## config.mk

```make
export PLATFORM = sky130hd
export DESIGN_NAME = clkPhaseDist
export DESIGN_NICKNAME = d
export VERILOG_FILES = /design/src/rtl/clkPhasePkg.sv /design/src/rtl/clkPhaseCtrl.sv /design/src/rtl/clkPhaseDp.sv /design/src/rtl/clkPhaseDist.sv
export SDC_FILE = /design/constraint.sdc
export NUM_CORES = 1
export LEC_CHECK = 0
export ABC_AREA = 1
export BUFFER_PORTS_ARGS = -buffer_cell sky130_fd_sc_hd__buf_2
export CORE_MARGIN = 5
export CORE_UTILIZATION = 29
export DETAILED_ROUTE_END_ITERATION = 16
export REMOVE_ABC_BUFFERS = 1
export SETUP_SLACK_MARGIN = 0.05
export SLEW_MARGIN = 20
export SYNTH_ARGS = -nofsm -noshare
export SYNTH_HDL_FRONTEND = slang
export SYNTH_SLANG_ARGS = --single-unit
```

## constraint.sdc

```tcl
create_clock -name clk -period 1.5 [get_ports clk]
set_input_delay 0.3 -clock clk [delete_from_list [all_inputs] [get_ports clk]]
set_output_delay 0.3 -clock clk [all_outputs]
set_load 0.01 [all_outputs]
```

## src/rtl/clkPhasePkg.sv

```systemverilog
package clkPhasePkg;
  typedef struct packed {
    logic       shiftPhase;
    logic       shiftCtrl;
    logic       shiftStat;
    logic       capStat;
    logic       loadCtrl;
    logic [1:0] outSel;
  } scanStb_t;

  localparam logic [1:0] SEL_PHASE = 2'd0;
  localparam logic [1:0] SEL_CTRL  = 2'd1;
  localparam logic [1:0] SEL_STAT  = 2'd2;
endpackage

```

## src/rtl/clkPhaseCtrl.sv

```systemverilog
module clkPhaseCtrl
  import clkPhasePkg::*;
(
  input  logic       scanShift,
  input  logic       scanCapture,
  input  logic       scanLoad,
  input  logic [1:0] ringSel,
  output scanStb_t   stb
);
  always_comb begin
    stb.shiftPhase = scanShift && (ringSel == SEL_PHASE);
    stb.shiftCtrl  = scanShift && (ringSel == SEL_CTRL);
    // capture has priority over shifting the status ring
    stb.shiftStat  = scanShift && (ringSel == SEL_STAT) && !scanCapture;
    stb.capStat    = scanCapture;
    stb.loadCtrl   = scanLoad;
    stb.outSel     = ringSel;
  end
endmodule

```

## src/rtl/clkPhaseDp.sv

```systemverilog
module clkPhaseDp
  import clkPhasePkg::*;
#(
  parameter int GROUPS  = 4,
  parameter int PHASE_W = 3,
  parameter int TEMP_W  = 8,
  parameter int CTRL_W  = 14,
  parameter int STAT_W  = 47,
  localparam int FIELD_W = PHASE_W + 1,
  localparam int PRING_W = GROUPS * FIELD_W
)(
  input  logic               clk,
  input  logic               rstN,
  input  scanStb_t           stb,
  input  logic               scanIn,
  input  logic               refTick,
  input  logic [TEMP_W-1:0]  tempCode,
  output logic               scanOut,
  output logic [GROUPS-1:0]  groupEn,
  output logic               tempTrip,
  output logic [PHASE_W-1:0] phaseCount,
  output logic [PRING_W-1:0] phaseRing,
  output logic [CTRL_W-1:0]  ctrlRing
);
  localparam int CLR_BIT = TEMP_W;
  localparam int RSV_W   = CTRL_W - TEMP_W - 1;
  localparam int CAP_W   = RSV_W + 1 + 2 * TEMP_W + PRING_W;

  logic [TEMP_W-1:0] threshold;
  logic [STAT_W-1:0] statRing;
  logic [STAT_W-1:0] statCap;
  logic              tripClr;
  logic              overTemp;

  always_ff @(posedge clk) begin
    if (!rstN) phaseCount <= '0;
    else if (refTick) phaseCount <= '0;
    else phaseCount <= phaseCount + 1'b1;
  end

  always_ff @(posedge clk) begin
    if (!rstN) phaseRing <= '0;
    else if (stb.shiftPhase) phaseRing <= {scanIn, phaseRing[PRING_W-1:1]};
  end

  always_ff @(posedge clk) begin
    if (!rstN) ctrlRing <= '0;
    else if (stb.shiftCtrl) ctrlRing <= {scanIn, ctrlRing[CTRL_W-1:1]};
  end

  always_ff @(posedge clk) begin
    if (!rstN) threshold <= '1;
    else if (stb.loadCtrl) threshold <= ctrlRing[TEMP_W-1:0];
  end

  always_comb begin
    statCap = '0;
    statCap[CAP_W-1:0] = {ctrlRing[CTRL_W-1:CLR_BIT+1], tempTrip, tempCode,
                          threshold, phaseRing};
  end

  always_ff @(posedge clk) begin
    if (!rstN) statRing <= '0;
    else if (stb.capStat) statRing <= statCap;
    else if (stb.shiftStat) statRing <= {scanIn, statRing[STAT_W-1:1]};
  end

  assign tripClr  = stb.loadCtrl && ctrlRing[CLR_BIT];
  assign overTemp = tempCode > threshold;

  always_ff @(posedge clk) begin
    if (!rstN) tempTrip <= 1'b0;
    else if (tripClr) tempTrip <= 1'b0;
    else if (overTemp) tempTrip <= 1'b1;
  end

  for (genvar g = 0; g < GROUPS; g++) begin : gGroup
    assign groupEn[g] = phaseRing[g*FIELD_W + PHASE_W] &&
                        (phaseRing[g*FIELD_W +: PHASE_W] == phaseCount);
  end

  always_comb begin
    case (stb.outSel)
      SEL_PHASE: scanOut = phaseRing[0];
      SEL_CTRL:  scanOut = ctrlRing[0];
      SEL_STAT:  scanOut = statRing[0];
      default:   scanOut = 1'b0;
    endcase
  end
endmodule

```

## src/rtl/clkPhaseDist.sv

```systemverilog
module clkPhaseDist
  import clkPhasePkg::*;
#(
  parameter int GROUPS  = 4,
  parameter int PHASE_W = 3,
  parameter int TEMP_W  = 8,
  parameter int CTRL_W  = 14,
  parameter int STAT_W  = 47,
  localparam int PRING_W = GROUPS * (PHASE_W + 1)
)(
  input  logic              clk,
  input  logic              rstN,
  input  logic              refTick,
  input  logic              scanShift,
  input  logic              scanCapture,
  input  logic              scanLoad,
  input  logic [1:0]        ringSel,
  input  logic              scanIn,
  input  logic [TEMP_W-1:0] tempCode,
  output logic              scanOut,
  output logic [GROUPS-1:0] groupEn,
  output logic              tempTrip
);
  scanStb_t           stb;
  logic [PHASE_W-1:0] phaseCount;
  logic [PRING_W-1:0] phaseRing;
  logic [CTRL_W-1:0]  ctrlRing;

  clkPhaseCtrl u_ctrl (
    .scanShift(scanShift), .scanCapture(scanCapture), .scanLoad(scanLoad),
    .ringSel(ringSel), .stb(stb)
  );

  clkPhaseDp #(
    .GROUPS(GROUPS), .PHASE_W(PHASE_W), .TEMP_W(TEMP_W),
    .CTRL_W(CTRL_W), .STAT_W(STAT_W)
  ) u_dp (
    .clk(clk), .rstN(rstN), .stb(stb), .scanIn(scanIn), .refTick(refTick),
    .tempCode(tempCode), .scanOut(scanOut), .groupEn(groupEn),
    .tempTrip(tempTrip), .phaseCount(phaseCount), .phaseRing(phaseRing),
    .ctrlRing(ctrlRing)
  );
endmodule

```

# After elaboration in Yosys (flattened, before gate mapping)
# Cells that the tools add are included.
# totals
register_bits,89
in_bits,17
out_inout_bits,6
elab_cells,34
# classes
add_sub_neg,1
order_cmp,1
n_eq_ne,6
n_mux,3
bitwise_logic,1
n_reduce_logical,15
# op_table
operator,count
38-bit 2-to-1 mux,2
3-bit == test,4
1-bit logical AND,9
8-bit > comparator,1
2-bit OR reduction,3
3-bit by 1-bit adder with 3-bit output (second input constant),1
1-bit case mux with 3 select lines,1
2-bit by 1-bit == test with 1-bit output (second input constant),1
2-bit == test (second input constant),1
2-bit zero test,1
2-bit nonzero test,1
1-bit zero test,1
1-bit NOT,1

# Logic depth before layout (Yosys ltp)
# depth
word_depth,5
ltp_mapped,11

# By module
# Synthesis repeated with hierarchy kept, for this count alone.
# unflattened
cells_unflattened,472
area_unflattened_um2,3846.2
# by_module_without_submodules
module,instances,cells_each,area_per_inst_um2
clkPhaseDp,1,459,3782.4
clkPhaseCtrl,1,13,63.8

# Worst setup path after synthesis
# Ideal clock, no wire load.
# synth_path
kind,flip-flop to output port
startpoint,register u_dp.phaseCount[2]
endpoint,output port groupEn[3]
t_arrival_ns,0.996
path_slack_ns,0.204
path_stages_with_launch,5
path_buffers,0
cell_sequence,dfxtp_1 -> inv_1 -> nand2_1 -> o21ai_0 -> nor4_1
# synth_between
elab_chain_cells,2
# synth_lines
item,line_no,source
from (decl),clkPhaseDp.sv:21,"output logic [PHASE_W-1:0] phaseCount,"
from (signal assigned),clkPhaseDp.sv:38,else phaseCount <= phaseCount + 1'b1;
3-bit == test,clkPhaseDp.sv:79,(phaseRing[g*FIELD_W +: PHASE_W] == phaseCount);
1-bit logical AND,clkPhaseDp.sv:78,assign groupEn[g] = phaseRing[g*FIELD_W + PHASE_W] &&
to (decl),clkPhaseDist.sv:21,"output logic [GROUPS-1:0] groupEn,"
# Every way passes these cells.

# Worst setup path in the final report
# layout_path
startpoint,register u_dp.phaseCount[1]
endpoint,output port groupEn[1]
# The elaborated chain is that of the path after synthesis.

==> impl_metrics.yaml <==
min_path:
  hold_end: "u_dp.phaseCount[1]"
  hold_start: "refTick"
  hp-class: "in2reg"
  holdPathStages: 3
timing:
  slew_viol_final: 0
  max_slew.worst_pin.slew_ns: 0.413
  hold_slack_ns: 0.220
  finClkSkew_ns: 0.00825
  max_slew_margin_pct: 72.5
  finalSetupViolCount: 4
  hold_violations: 0
  worst_slack_ns: -0.0727
  post-route-period-util_pct: 105
  timing.fmax_ghz: 0.636
  min_period_ns: 1.57
  rsz0062_at_grt: "true"
critical_path:
  worst_path_most_repeated_cell: "nand2_1"
  cpMaxStageDelayCell: "dfxtp_4"
  reg2reg_slack_ns: 0.22
  worst_setup_path_start_kind: "flop"
  crit_chain: "inv_4 > nand2_1 > nand2_1 > nor4_1 > buf_2"
  path_delay_family: "flip-flops"
  path_max_fanout: 6
  crit_arrival_ns: 1.27
  critPathCaptureType: "output port"
  worstReg2RegEnd: "u_dp.tempTrip"
  reg2reg_depth: 10
  critical_path_required_ns: 1.20
  critPathBufInv: 2
  slowest_delay_ns: 0.37
  critPathKind: "reg2out"
  startpoint: "u_dp.phaseCount[1]"
  r2r-start: "u_dp.threshold[3]"
route:
  drt_iter0_drc: 221
  drc: 0
  vias: 3253
  routed_via_density: 4.73
  routed-wl-met3_um: 283
  avgRoutedWirePerCell_um: 12.7
  maxUsedRoutingLayer: "met4"
  postRouteAntennaNets: 0
  drt-total-wl_um: 8770
  drtPass1Iterations: 5
  routedLengthMet1_um: 4250
  route.met2.wl_um: 4110
floorplanning:
  die_w_um: 127
  die_h_um: 127
  io-pin-count: 23
  coreArea_um2: 13300
  num_rows: 42
  dieArea_um2: 16200
  start_util_pct: 29.9
pwr:
  power_density_nw_per_um2: 1130
  p_leak_nw: 1.72
  power.total_mw: 5.23
  max-vdd-ir-drop_mv: 0.422
cts:
  numCtsBuffers: 9
  clk_latency_ns: 0.34
  clock-sinks: 89
  cts_tree: "built"
  cts_buffer_depth: 2
  clk_pin_slew_ns: 0.06
  h-tree-depth: 3
  cts_root_buffer: "clkbuf_16"
layout:
  stdcell_count: 688
  synthToLayoutAreaGrowth_pct: 16.4
  nets: 535
  layout-drive-gt1-share_pct: 27.5
  antennaDiodeCount: 0
synth:
  synth_fa_ha_area_share_pct: 2.82
  yosysSeqAreaShare_pct: 44.6
  synth_top_cell_by_area: "dfxtp_1"
  synth_cell_types: 32
  syn_avg_cell_area_um2: 8.16
  synth_top_area_share_pct: 44.6
  netlist_top_cells_area: "dfxtp_1 45%, nand2_1 11%, a31oi_2 9.4%, o21ai_0 5.5%, nand2_2 4.9%"
  synth_top_family_by_area: "compound AO/OA/AOI/OAI gates"
  synth_xor_area_share_pct: 0.658
  yosysWarnings: 0
  yosys.area_share.simple_pct: 21.4
  netlist_area_um2: 3990
  synth_mux_area_share_pct: 0
  synth-compound-area-share_pct: 22.2
  synth_seq_cells: 89
  synthCells: 489
grt:
  gr-total-overflow: 0
  grt_pass1_wl_um: 14900
  first_global_vias: 3131
  antenna_found_initial: 0
  grt_start_max_net_pins: 45
  grt_use_total_pct: 11.2
place:
  portBuffers: 22
  place.detailed.hpwl_um: 5970
  dp_cells: 672
  gp_congestion: 0.814
outcome:
  violations: "setup timing"
  outcome: "complete, but fails checks"
flow_run:
  maxCapViolCount: 0
-- registers in the layout, summed over array words and instances, names as in the netlist --
signal,count
u_dp.tempTrip,1
u_dp.phaseCount,3
u_dp.statRing,47
u_dp.ctrlRing,14
u_dp.phaseRing,16
u_dp.threshold,8
-- stage by stage --
step	utilization, %	TNS, ns	cell area (um^2)	setup slack, ns
2_1_floorplan	-	-4.81	3820	-0.187
3_3_place_gp	32.2	0	4290	0.139
3_5_place_dp	32.2	0	4290	0.137
4_1_cts	34.7	-0.278	4630	-0.0946
5_1_grt	34.8	-0.434	4650	-0.130
6_report	34.8	-0.154	4650	-0.0727
-- worst reg2reg max path, cell delays in order, from the launching register on --
cell and delay (ns):
dfxtp_1 0.32, inv_1 0.05, ha_1 0.29, nand2_1 0.07, inv_1 0.09, nand2_1 0.06
nand2_1 0.07, nand2_1 0.05, nand2_1 0.05, nand2_1 0.05, a21oi_1 0.11
-- area by class of cell --
type	instances	area (um^2)
timing repair buffer	34	267
fill	1422	8700
inverter	43	166
multi-input combinational	332	1910
sequential	89	1800
clock inverter	4	45.0
tap	176	220
clock buffer	10	239
-- where the power goes --
part	internal [mW]	switching (mW)	leakage [nW]
Clock	1.31	0.861	0.144
Combinational	0.191	0.307	0.846
Sequential	2.48	0.0880	0.733
Total	3.97	1.26	1.72
-- worst max-delay path by stage --
stage                   endpoint  slack, ns  depth (start not counted)
2_1_floorplan  u_dp.statRing[45]      -0.19                          6
3_3_place_gp       u_dp.tempTrip       0.14                          8
3_5_place_dp   u_dp.statRing[41]       0.14                          7
4_1_cts               groupEn[1]      -0.09                          5
5_1_grt               groupEn[0]      -0.13                          5
6_report              groupEn[1]      -0.07                          5
-- cell families after synthesis --
family | count (synthesis)
buf+inv | 68
simple gates | 194
xor+xnor | 3
fa+ha+maj | 9
compound gates | 126
flops | 89
-- layer usage --
| metal | GRT usage, % | vias up |
|---|---|---|
| met2 | 18.0 | 63 |
| met4 | 5.24 | 0 |
| met1 | 14.5 | 1529 |
| met5 | 0 | - |
| met3 | 2.13 | 9 |
| li1 | - | 1652 |
-- timing repair --
item | 4_1_cts | 5_1_grt
hold buffers | 0 | 0
pin swaps | 3 | 3
endpoints found under the setup margin | 4 | 4
setup buffers | 2 | 0
cloned | 0 | 0
endpoints found under the hold margin | 0 | 0
gates resized for setup | 24 | 7
-- synth_stat cells, drive strengths merged --
| cell type | instances |
|---|---|
| o21a | 1 |
| buf | 19 |
| inv | 43 |
| a211oi | 3 |
| nand4 | 1 |
| o211ai | 1 |
| nand2 | 145 |
| o21ai | 44 |
| clkbuf | 6 |
| nor3 | 2 |
| a21oi | 37 |
| nor4 | 3 |
| nand3 | 6 |
| ha | 9 |
| nor2 | 35 |
| dfxtp | 89 |
| o22ai | 1 |
| xor2 | 3 |
| a21o | 1 |
| or2 | 2 |
| a31oi | 38 |
-- placed cells by master (no fill, tap or decap), drive strengths merged --
master  instances
nand2         145
dfxtp          89
a21o            1
bufinv          1
o21ai          44
a211oi          3
nand4           1
a31oi          38
ha              9
nand3           6
o211ai          1
inv            43
xor2            3
o22ai           1
o21a            1
or2             2
clkinv          3
a21oi          37
nor4            3
nor2           35
clkbuf         10
buf            34
nor3            2
No activity file was read; power rests on OpenSTA's default activity.
